$ cat config.mk
export PLATFORM = sky130hd
export DESIGN_NAME = iq_serial_deser
export DESIGN_NICKNAME = d
export VERILOG_FILES = /design/src/rtl/iqd_pkg.sv /design/src/rtl/iqd_ctrl.sv /design/src/rtl/iqd_lane.sv /design/src/rtl/iq_serial_deser.sv
export SDC_FILE = /design/constraint.sdc
export NUM_CORES = 1
export LEC_CHECK = 0
export ABC_AREA = 1
export BUFFER_PORTS_ARGS = -buffer_cell sky130_fd_sc_hd__buf_2
export CORE_UTILIZATION = 50
export DETAILED_ROUTE_END_ITERATION = 16
export GPL_ROUTABILITY_DRIVEN = 0
export PLACE_DENSITY = 0.84
export SLEW_MARGIN = 20
export SYNTH_ARGS = -nofsm -noshare
export SYNTH_HDL_FRONTEND = slang
export SYNTH_SLANG_ARGS = --single-unit
export TNS_END_PERCENT = 50
$ cat constraint.sdc
create_clock -name clk -period 4.3 [get_ports clk]
set_input_delay 0.86 -clock clk [delete_from_list [all_inputs] [get_ports clk]]
set_output_delay 0.86 -clock clk [all_outputs]
set_load 0.01 [all_outputs]
$ cat src/rtl/iqd_pkg.sv
package iqd_pkg;

    typedef enum logic [1:0] {
        LANE_DUAL       = 2'b00,
        LANE_SINGLE     = 2'b01,
        LANE_QUAD       = 2'b10,
        LANE_SINGLE_ALT = 2'b11
    } lane_mode_e;

    typedef enum logic [1:0] {
        ST_IDLE,
        ST_GET_I,
        ST_GET_Q,
        ST_GET_IQ
    } cap_state_e;

endpackage

$ cat src/rtl/iqd_ctrl.sv
module iqd_ctrl
    import iqd_pkg::*;
#(
    parameter int MAX_BITS = 32,
    localparam int LEN_W   = $clog2(MAX_BITS),
    localparam int IDX_W   = LEN_W + 1
) (
    input  logic             clk,
    input  logic             rst_n,
    input  logic [1:0]       mode,
    input  logic [LEN_W-1:0] word_bits,
    input  logic             bit_en,
    input  logic             frame_start,
    output logic             clear,
    output logic             cap_i,
    output logic             cap_q,
    output logic             pair_ok,
    output logic [IDX_W-1:0] pos,
    output logic             done
);

    cap_state_e       state_q, state_n, phase;
    logic [IDX_W-1:0] idx_q, idx_n;
    logic [IDX_W-1:0] nbits, step;
    logic             is_dual, is_quad, active;

    assign is_dual = (lane_mode_e'(mode) == LANE_DUAL);
    assign is_quad = (lane_mode_e'(mode) == LANE_QUAD);
    assign nbits   = IDX_W'(word_bits) + IDX_W'(1);
    assign step    = is_quad ? IDX_W'(2) : IDX_W'(1);

    // State register process
    always_ff @(posedge clk) begin
        if (!rst_n) begin
            state_q <= ST_IDLE;
            idx_q   <= '0;
        end else begin
            state_q <= state_n;
            idx_q   <= idx_n;
        end
    end

    // Next-state and output process
    always_comb begin
        state_n = state_q;
        idx_n   = idx_q;
        phase   = state_q;
        pos     = idx_q;
        active  = 1'b0;
        clear   = 1'b0;
        cap_i   = 1'b0;
        cap_q   = 1'b0;
        done    = 1'b0;
        if (bit_en) begin
            if (frame_start) begin
                clear  = 1'b1;
                active = 1'b1;
                pos    = '0;
                phase  = is_dual ? ST_GET_I : ST_GET_IQ;
            end else if (state_q != ST_IDLE) begin
                active = 1'b1;
            end
        end
        if (active) begin
            unique case (phase)
                ST_IDLE:   ;
                ST_GET_I:  cap_i = 1'b1;
                ST_GET_Q:  cap_q = 1'b1;
                ST_GET_IQ: begin
                    cap_i = 1'b1;
                    cap_q = 1'b1;
                end
            endcase
            if (pos + step >= nbits) begin
                idx_n = '0;
                if (phase == ST_GET_I) begin
                    state_n = ST_GET_Q;
                end else begin
                    state_n = ST_IDLE;
                    done    = 1'b1;
                end
            end else begin
                state_n = phase;
                idx_n   = pos + step;
            end
        end
        pair_ok = is_quad && ((pos + IDX_W'(1)) < nbits);
    end

endmodule

$ cat src/rtl/iqd_lane.sv
module iqd_lane #(
    parameter int MAX_BITS = 32,
    localparam int LEN_W   = $clog2(MAX_BITS),
    localparam int IDX_W   = LEN_W + 1
) (
    input  logic                clk,
    input  logic                rst_n,
    input  logic                clear,
    input  logic                wr,
    input  logic                pair_ok,
    input  logic [IDX_W-1:0]    pos,
    input  logic                bit_hi,
    input  logic                bit_lo,
    output logic [MAX_BITS-1:0] acc_next
);

    logic [MAX_BITS-1:0] acc_q;
    logic [LEN_W-1:0]    hi_idx, lo_idx;

    assign hi_idx = LEN_W'(MAX_BITS - 1 - int'(pos));
    assign lo_idx = LEN_W'(MAX_BITS - 2 - int'(pos));

    // Left-justified placement: bit at position p lands at MAX_BITS-1-p
    always_comb begin
        acc_next = clear ? '0 : acc_q;
        if (wr && (int'(pos) < MAX_BITS)) begin
            acc_next[hi_idx] = bit_hi;
            if (pair_ok && (int'(pos) + 1 < MAX_BITS)) begin
                acc_next[lo_idx] = bit_lo;
            end
        end
    end

    always_ff @(posedge clk) begin
        if (!rst_n) acc_q <= '0;
        else        acc_q <= acc_next;
    end

endmodule

$ cat src/rtl/iq_serial_deser.sv
module iq_serial_deser
    import iqd_pkg::*;
#(
    parameter int MAX_BITS = 32,
    parameter int OUT_W    = 18,
    localparam int LEN_W   = $clog2(MAX_BITS),
    localparam int IDX_W   = LEN_W + 1,
    localparam int N_LANES = 4
) (
    input  logic             clk,
    input  logic             rst_n,
    input  logic [1:0]       mode,
    input  logic [LEN_W-1:0] word_bits,
    input  logic             bit_en,
    input  logic             frame_start,
    input  logic             sd_a,
    input  logic             sd_b,
    input  logic             sd_c,
    input  logic             sd_d,
    output logic [OUT_W-1:0] a_i,
    output logic [OUT_W-1:0] a_q,
    output logic             a_valid,
    output logic [OUT_W-1:0] b_i,
    output logic [OUT_W-1:0] b_q,
    output logic             b_valid
);

    localparam int LN_AI = 0;
    localparam int LN_AQ = 1;
    localparam int LN_BI = 2;
    localparam int LN_BQ = 3;

    logic             clear, cap_i, cap_q, pair_ok, done;
    logic [IDX_W-1:0] pos;
    logic             is_dual, is_quad;

    logic [N_LANES-1:0] lane_wr, lane_hi, lane_lo;
    logic [MAX_BITS-1:0] lane_acc [N_LANES];

    assign is_dual = (lane_mode_e'(mode) == LANE_DUAL);
    assign is_quad = (lane_mode_e'(mode) == LANE_QUAD);

    iqd_ctrl #(.MAX_BITS(MAX_BITS)) u_ctrl (
        .clk         (clk),
        .rst_n       (rst_n),
        .mode        (mode),
        .word_bits   (word_bits),
        .bit_en      (bit_en),
        .frame_start (frame_start),
        .clear       (clear),
        .cap_i       (cap_i),
        .cap_q       (cap_q),
        .pair_ok     (pair_ok),
        .pos         (pos),
        .done        (done)
    );

    // Pin-to-lane routing per mode
    always_comb begin
        lane_wr[LN_AI] = cap_i;
        lane_hi[LN_AI] = sd_a;
        lane_lo[LN_AI] = sd_b;

        lane_wr[LN_AQ] = cap_q;
        lane_hi[LN_AQ] = is_dual ? sd_a : (is_quad ? sd_c : sd_b);
        lane_lo[LN_AQ] = sd_d;

        lane_wr[LN_BI] = cap_i && is_dual;
        lane_hi[LN_BI] = sd_b;
        lane_lo[LN_BI] = 1'b0;

        lane_wr[LN_BQ] = cap_q && is_dual;
        lane_hi[LN_BQ] = sd_b;
        lane_lo[LN_BQ] = 1'b0;
    end

    for (genvar g = 0; g < N_LANES; g++) begin : g_lane
        iqd_lane #(.MAX_BITS(MAX_BITS)) u_lane (
            .clk      (clk),
            .rst_n    (rst_n),
            .clear    (clear),
            .wr       (lane_wr[g]),
            .pair_ok  (pair_ok),
            .pos      (pos),
            .bit_hi   (lane_hi[g]),
            .bit_lo   (lane_lo[g]),
            .acc_next (lane_acc[g])
        );
    end

    always_ff @(posedge clk) begin
        if (!rst_n) begin
            a_i     <= '0;
            a_q     <= '0;
            b_i     <= '0;
            b_q     <= '0;
            a_valid <= 1'b0;
            b_valid <= 1'b0;
        end else begin
            a_valid <= done;
            b_valid <= done && is_dual;
            if (done) begin
                a_i <= lane_acc[LN_AI][MAX_BITS-1 -: OUT_W];
                a_q <= lane_acc[LN_AQ][MAX_BITS-1 -: OUT_W];
                if (is_dual) begin
                    b_i <= lane_acc[LN_BI][MAX_BITS-1 -: OUT_W];
                    b_q <= lane_acc[LN_BQ][MAX_BITS-1 -: OUT_W];
                end
            end
        end
    end

endmodule

=== Yosys cells after proc, flatten, opt, wreduce, memory -nomap -nowiden ===
Index checks and enable logic that the tools add are counted.

* Add/subtract/negate cells: 6
* Order comparisons: 8
* Eq/ne operators: 4
* Multiplexer cells: 45
* Bitwise logic cells: 3
* Reductions and logical operators: 16

{| class="wikitable"
|+ Operators by type and width
! kind !! count
|-
| 2-to-1 mux 32 bit || 12
|-
| bitwise mux 32 bit || 6
|-
| AND 32 bit || 2
|-
| < comparator 32 x 7 -> 1 bit, second input constant || 1
|-
| NOT 32 bit || 1
|-
| 2-to-1 mux 6 bit || 3
|-
| 2-to-1 mux 1 bit || 16
|-
| < comparator 5 x 6 -> 1 bit, second input constant || 2
|-
| 2-to-1 mux 2 bit || 6
|-
| logical AND 1 bit || 11
|-
| demux 1 bit (select 5 bit) || 2
|-
| greater-or-equal comparator 5 x 1 -> 1 bit, second input constant || 2
|-
| subtractor 5 bit, first input constant || 2
|-
| adder 6 x 1 -> 7 bit, second input constant || 1
|-
| adder 5 x 1 -> 6 bit, second input constant || 1
|-
| adder 6 x 1 -> 6 bit, second input constant || 1
|-
| adder 6 x 2 -> 6 bit || 1
|-
| equality test 2 bit, second input constant || 3
|-
| greater-or-equal comparator 6 bit || 1
|-
| < comparator 6 bit || 1
|-
| < comparator 6 bit, second input constant || 1
|-
| OR reduction 2 bit || 2
|-
| equality test 2 x 1 -> 1 bit, second input constant || 1
|-
| zero test 2 bit || 1
|-
| other kinds (2) || 2
|}

* Register bits after elaboration: 210
* Logic and storage cells: 94

=== Longest topological paths before layout ===
* Depth after elaboration: 11
* Gate-level depth with buffers: 25
* Depth with buffers taken out: 20

=== By module ===
From an unflattened synthesis, not the netlist that was laid out.

* Cell total of the unflattened synthesis: 2576
* Area total of the unflattened synthesis: 15222.1 um2

{| class="wikitable"
|+ By module, submodules not included
! module !! times used !! cells each !! area an instance (um2)
|-
| iqd_lane at g_lane[1].u_lane ... || 2 || 514 || 2926.6
|-
| iq_serial_deser || 1 || 410 || 2975.4
|-
| iqd_lane at g_lane[3].u_lane || 1 || 508 || 2730.1
|-
| iqd_lane at g_lane[0].u_lane || 1 || 484 || 2698.8
|-
| iqd_ctrl || 1 || 146 || 964.7
|}

=== Worst setup path before layout ===
OpenSTA, ideal clock, no wires.

* Path kind: in2reg
* Start point: input port frame_start
* End point: register b_q[3]
* Library setup time: 70 ps
* Arrival time: 4403 ps
* Setup slack: -173 ps
* Stages: 23
* Path through: nand2_2 buf_6 buf_2 buf_2 buf_1 nand2_1 inv_1 ha_1 inv_1 fa_1 nor2_1 xor2_1 ha_1 nand2_1 o21a_1 nand3_1 nand2_1 nor2_4 inv_2 nor2_4 buf_2 o21ai_0 a21oi_1

* Longest elaborated chain between the ends: 11

{| class="wikitable"
|+ RTL lines
! item !! line !! text
|-
| start: declaration || iq_serial_deser.sv:15 || <nowiki>input logic frame_start,</nowiki>
|-
| 2-to-1 mux 6 bit || iqd_ctrl.sv:55 || <nowiki>if (frame_start) begin</nowiki>
|-
| 2-to-1 mux 6 bit || iqd_ctrl.sv:54 || <nowiki>if (bit_en) begin</nowiki>
|-
| subtractor 5 bit, on equally long branches || iqd_lane.sv:20, iqd_lane.sv:21 ||
|-
| < comparator 5 x 6 -> 1 bit (not written as such), or another cell as far along || iqd_lane.sv:27 || <nowiki>acc_next[hi_idx] = bit_hi;</nowiki>
|-
| logical AND 1 bit, on equally long branches || iqd_lane.sv:27, iqd_lane.sv:29 ||
|-
| 2-to-1 mux 1 bit, on equally long branches || iqd_lane.sv:27, iqd_lane.sv:29 ||
|-
| demux 1 bit (select 5 bit) || n/a ||
|-
| bitwise mux 32 bit or NOT 32 bit (tied branches) || n/a ||
|-
| AND 32 bit (no source line) || n/a ||
|-
| 2-to-1 mux 32 bit || iqd_lane.sv:28 || <nowiki>if (pair_ok && (int'(pos) + 1 < MAX_BITS)) begin</nowiki>
|-
| 2-to-1 mux 32 bit || iqd_lane.sv:26 || <nowiki>if (wr && (int'(pos) < MAX_BITS)) begin</nowiki>
|-
| end signal: assignment || iq_serial_deser.sv:107 || <nowiki>b_q <= lane_acc[LN_BQ][MAX_BITS-1 -: OUT_W];</nowiki>
|-
| end: declaration || iq_serial_deser.sv:24 || <nowiki>output logic [OUT_W-1:0] b_q,</nowiki>
|}

Several ways; a longest one is shown, not always the timed one.
A chain may end at the register's enable or synchronous reset.

=== Worst setup path after layout ===
* Start point: input port bit_en
* End point: register b_q[13]

* Longest elaborated chain between the ends: 10

{| class="wikitable"
|+ RTL lines
! item !! line !! text
|-
| start: declaration || iq_serial_deser.sv:14 || <nowiki>input logic bit_en,</nowiki>
|-
| 2-to-1 mux 6 bit || iqd_ctrl.sv:54 ||
|-
| subtractor 5 bit, on equally long branches || iqd_lane.sv:20, iqd_lane.sv:21 ||
|-
| < comparator 5 x 6 -> 1 bit (not written as such), or another cell as far along || iqd_lane.sv:27 ||
|-
| logical AND 1 bit, on equally long branches || iqd_lane.sv:27, iqd_lane.sv:29 ||
|-
| 2-to-1 mux 1 bit, on equally long branches || iqd_lane.sv:27, iqd_lane.sv:29 ||
|-
| demux 1 bit (select 5 bit) || n/a ||
|-
| bitwise mux 32 bit or NOT 32 bit (tied branches) || n/a ||
|-
| AND 32 bit (no source line) || n/a ||
|-
| 2-to-1 mux 32 bit || iqd_lane.sv:28 ||
|-
| 2-to-1 mux 32 bit || iqd_lane.sv:26 ||
|}

Several ways; a longest one is shown, not always the timed one.

==> reports/metrics.csv <==
stage;metric;value;unit
outcome;status;completed;
sta;Fmax;272;MHz
worst_setup_path;Critical Path Sink Type;flip-flop;
placed_design;port bufs;88;
sta;Hold WS;0.489;ns
yosys;syn_nets;1271;
sta;final setup fails;0;
grt;gr ovfl total;0;
sta;Sum Neg Setup Slack;0;ns
job;Max Cap Violations;0;
pwr;Max IR drop VDD;0.309;mV
floorplanning;die footprint;17200;um2
floorplanning;# rows;46;
routing;Initial DRC Count;991;
worst_setup_path;Setup crit start;bit_en;
hold_path;Min-Delay Path Depth;2;
floorplanning;core box area;16100;um2
cells_and_area;Synth-to-Final Area Change;13.3;%
worst_setup_path;worst r2r dst;b_q[13]$_SDFFE_PN0P_;
grt;initial antenna violation count;0;
clock_tree;Num CTS Buffers;17;
clock_tree;Post-CTS Setup Repair Bufs;0;
hold_path;worst hold path class;flip-flop to flip-flop;
sta;Worst slew margin;0.459;
yosys;Area contributors post-synth;dfxtp_1 37%, nand2_1 12%, nand3_1 7.7%;
cells_and_area;n_diodes;0;
worst_setup_path;Startpoint Class;primary input;
yosys;Syn Std Cell Area;8340;um2
cells_and_area;final core occ;0.589;
routing;First-pass DRT Iterations;10;
sta;min Tclk post-route;3.67;ns
pwr;leakage;4.16;nW
worst_setup_path;cells along the critical path;buf_2 > nand2_2 > nand2_1 > inv_1 > ha_1 > inv_1 > fa_1 > nor2_1 > xor2_1 > ha_1 > nand2_1 > o21a_1 > nand3_1 > nand2_1 > nor2_4 > inv_2 > nor2_4 > buf_12 > o21ai_0 > a21oi_1;
worst_setup_path;r2r setup slk;0.81;ns
placed_design;Post-DP HPWL;15.1;mm
grt;maximum number of pins on one net before global-route repair;79;
cells_and_area;share of layout cells above drive strength 1;0.140;
pwr;Pwr Density;344;nW/um2
sta;Max Slew Vio Count;0;
yosys;YS warnings;0;
worst_setup_path;critical path arrival;4.03;ns
routing;WL final;22.5;mm
clock_tree;Hold Buf Count CTS;0;
grt;first-pass GRT wire length;37.5;mm
floorplanning;die width;131;um
yosys;Synth Area in Compound Gates;0.178;
grt;vias in the first global route;7688;
worst_setup_path;worst-path maximum fanout;73;
clock_tree;CTS resizes;0;
routing;DRC errors left;0;
yosys;count of cell types in the netlist;34;
yosys;leading area contributor after synthesis;dfxtp_1;
cells_and_area;Post-Layout Cell Count;1515;
worst_setup_path;Setup Crit Path Kind;primary input to flip-flop;
floorplanning;IO Pins;89;
worst_setup_path;slowest cell on the critical path;fa_1;
clock_tree;H-Tree Depth;4;
worst_setup_path;WP data required;4.66;ns
sta;Slew @ Worst Pin;0.811;ns
floorplanning;Initial Util;0.519;
routing;Vias;8363;
yosys;mux contribution to synthesized area;0;
clock_tree;CTS root buffer;clkbuf_16;
clock_tree;Clock Tree Buf Depth;2;
clock_tree;clk sinks;154;
clock_tree;clock tree from TritonCTS;yes;
floorplanning;Die H;131;um
sta;Final Skew;0.00800;ns
yosys;sequential element share of the synthesized area;0.370;
yosys;adder and majority gate portion of the synthesized area;0.0339;
hold_path;Hold EP;u_ctrl.state_q[1]$_SDFFE_PN0P_;
hold_path;Worst Hold Launch;u_ctrl.state_q[1]$_SDFFE_PN0P_;
yosys;synthesized area per cell;6.76;um2
yosys;post-synthesis instance total;1234;
routing;antenna viol nets, final;0;
yosys;Post-Synth Simple-Gate Area;0.300;
clock_tree;Worst-path clk slew;0.06;ns
worst_setup_path;reg2reg start;u_ctrl.idx_q[0]$_SDFFE_PN0P_;
yosys;post-synthesis xor/xnor area fraction;0.00630;
sta;Final period util;0.854;
sta;RSZ-0062 raised after global routing;no;
routing;WL/cell;14.9;um
routing;Via-to-Cell Ratio;5.52;
worst_setup_path;most used cell, CP;nand2_1;
sta;Final Hold Fails;0;
clock_tree;Worst-Skew Late Latency;0.43;ns
grt;total track usage;0.266;
cells_and_area;# fillers;1434;
yosys;main combinational cell family by area after synthesis;simple AND/OR/NAND/NOR gates;
yosys;share of the synthesized area in the top cell type;0.370;
worst_setup_path;Worst R2R Path Depth;18;
cells_and_area;Nets;1323;
yosys;#FFs+latches synth;154;
placed_design;DP Cell Count;1483;
worst_setup_path;Max stage delay on crit path;0.46;ns
## metal layers
metal,vias up,global-route usage,wire length [um]
met5,-,0,0
met4,0,0.113,828
met3,93,0.0586,2150
met2,423,0.441,10500
met1,3689,0.331,9090
li1,4158,-,-
## worst max path at each step
| stage | to | slack (ns) | cells after the start |
|---|---|---|---|
| 2_1_floorplan | b_q[11]$_SDFFE_PN0P_ | 0.04 | 23 |
| 3_3_place_gp | a_i[6]$_SDFFE_PN0P_ | 0.30 | 19 |
| 3_5_place_dp | b_q[4]$_SDFFE_PN0P_ | 0.25 | 20 |
| 4_1_cts | b_q[13]$_SDFFE_PN0P_ | 0.65 | 20 |
| 5_1_grt | b_q[14]$_SDFFE_PN0P_ | 0.33 | 20 |
| 6_report | b_q[13]$_SDFFE_PN0P_ | 0.63 | 20 |
## where the power goes
part	leakage (nW)	switching [mW]	total, mW	internal [mW]
combinational	2.64	0.220	0.311	0.0915
clock	0.279	0.627	1.48	0.853
sequential	1.24	0.0122	1.46	1.45
## critical path, delay by kind of cell
family,cells,cell delay (ns)
AOI/OAI and AO/OA,3,0.50
xor gates and xnor gates,1,0.09
adders and majority gates,3,0.94
buffers and inverters,5,0.67
and+or+nand+nor,8,0.93
## layout by cell type (no fill, tap or decap), drive strengths merged, types with 2 or more instances in the layout
cell type	count
nand2	272
o21a	41
bufinv	2
buf	107
o21ai	132
dfxtp	154
nor2	111
a22oi	3
inv	152
a21oi	92
nand3	131
ha	21
o211ai	2
clkinvlp	3
xor2	5
clkinv	11
nand4	38
clkbuf	17
## kinds of logic (layout without fill, tap and decap cells)
| kind of cell | Yosys count | count (layout) |
|---|---|---|
| AO/OA/AOI/OAI | 271 | 271 |
| buffers and inverters | 227 | 292 |
| adder cells (fa/ha/maj) | 22 | 22 |
| XOR/XNOR | 6 | 6 |
| flip-flops | 154 | 154 |
| AND/OR/NAND/NOR | 554 | 554 |
## Yosys cell counts
cell      instances
nand2_1         262
dfxtp_1         154
inv_1           142
nand3_1         129
o21ai_0         124
nor2_1           92
a21oi_1          89
o21a_1           41
nand4_1          38
clkbuf_1         37
buf_2            23
ha_1             21
nor2_4           12
inv_2             8
nand2_2           8
buf_4             7
nor2_2            7
o21ai_1           7
xor2_1            5
buf_1             4
a21oi_2           3
a22oi_1           3
buf_6             3
clkinv_1          3
nand3_2           2
o211ai_1          2
a211oi_1          1
fa_1              1
nand2_4           1
nand2_8           1
nand3b_1          1
nor3_1            1
o21ai_2           1
xnor2_1           1
## final cells by class
| type | count | area (um2) | share of cell area |
|---|---|---|---|
| multi-input combinational | 853 | 4330 | 0.458 |
| sequential | 154 | 3080 | 0.326 |
| timing repair buffer | 107 | 621 | 0.0656 |
| inverter | 153 | 574 | 0.0607 |
| clock buffer | 17 | 425 | 0.0450 |
| tap | 216 | 270 | 0.0286 |
| clock inverter | 15 | 151 | 0.0160 |
## sequential cells by signal, indices dropped and copies added, names as in the netlist
register             cells
b_valid                  1
a_i                     18
u_ctrl.idx_q             6
b_q                     18
g_lane.u_lane.acc_q     72
a_q                     18
b_i                     18
a_valid                  1
u_ctrl.state_q           2
## through the flow
step           cell area [um2]  total power, mW  setup WS (ns)
4_1_cts                   9450             3.26          0.655
6_report                  9450             3.25          0.629
2_1_floorplan             8350             1.71         0.0376
3_5_place_dp              8880             1.80          0.248
5_1_grt                   9450             3.37          0.332
3_3_place_gp              8880             1.79          0.303
Note: power is estimated with default switching activity, not from simulation.
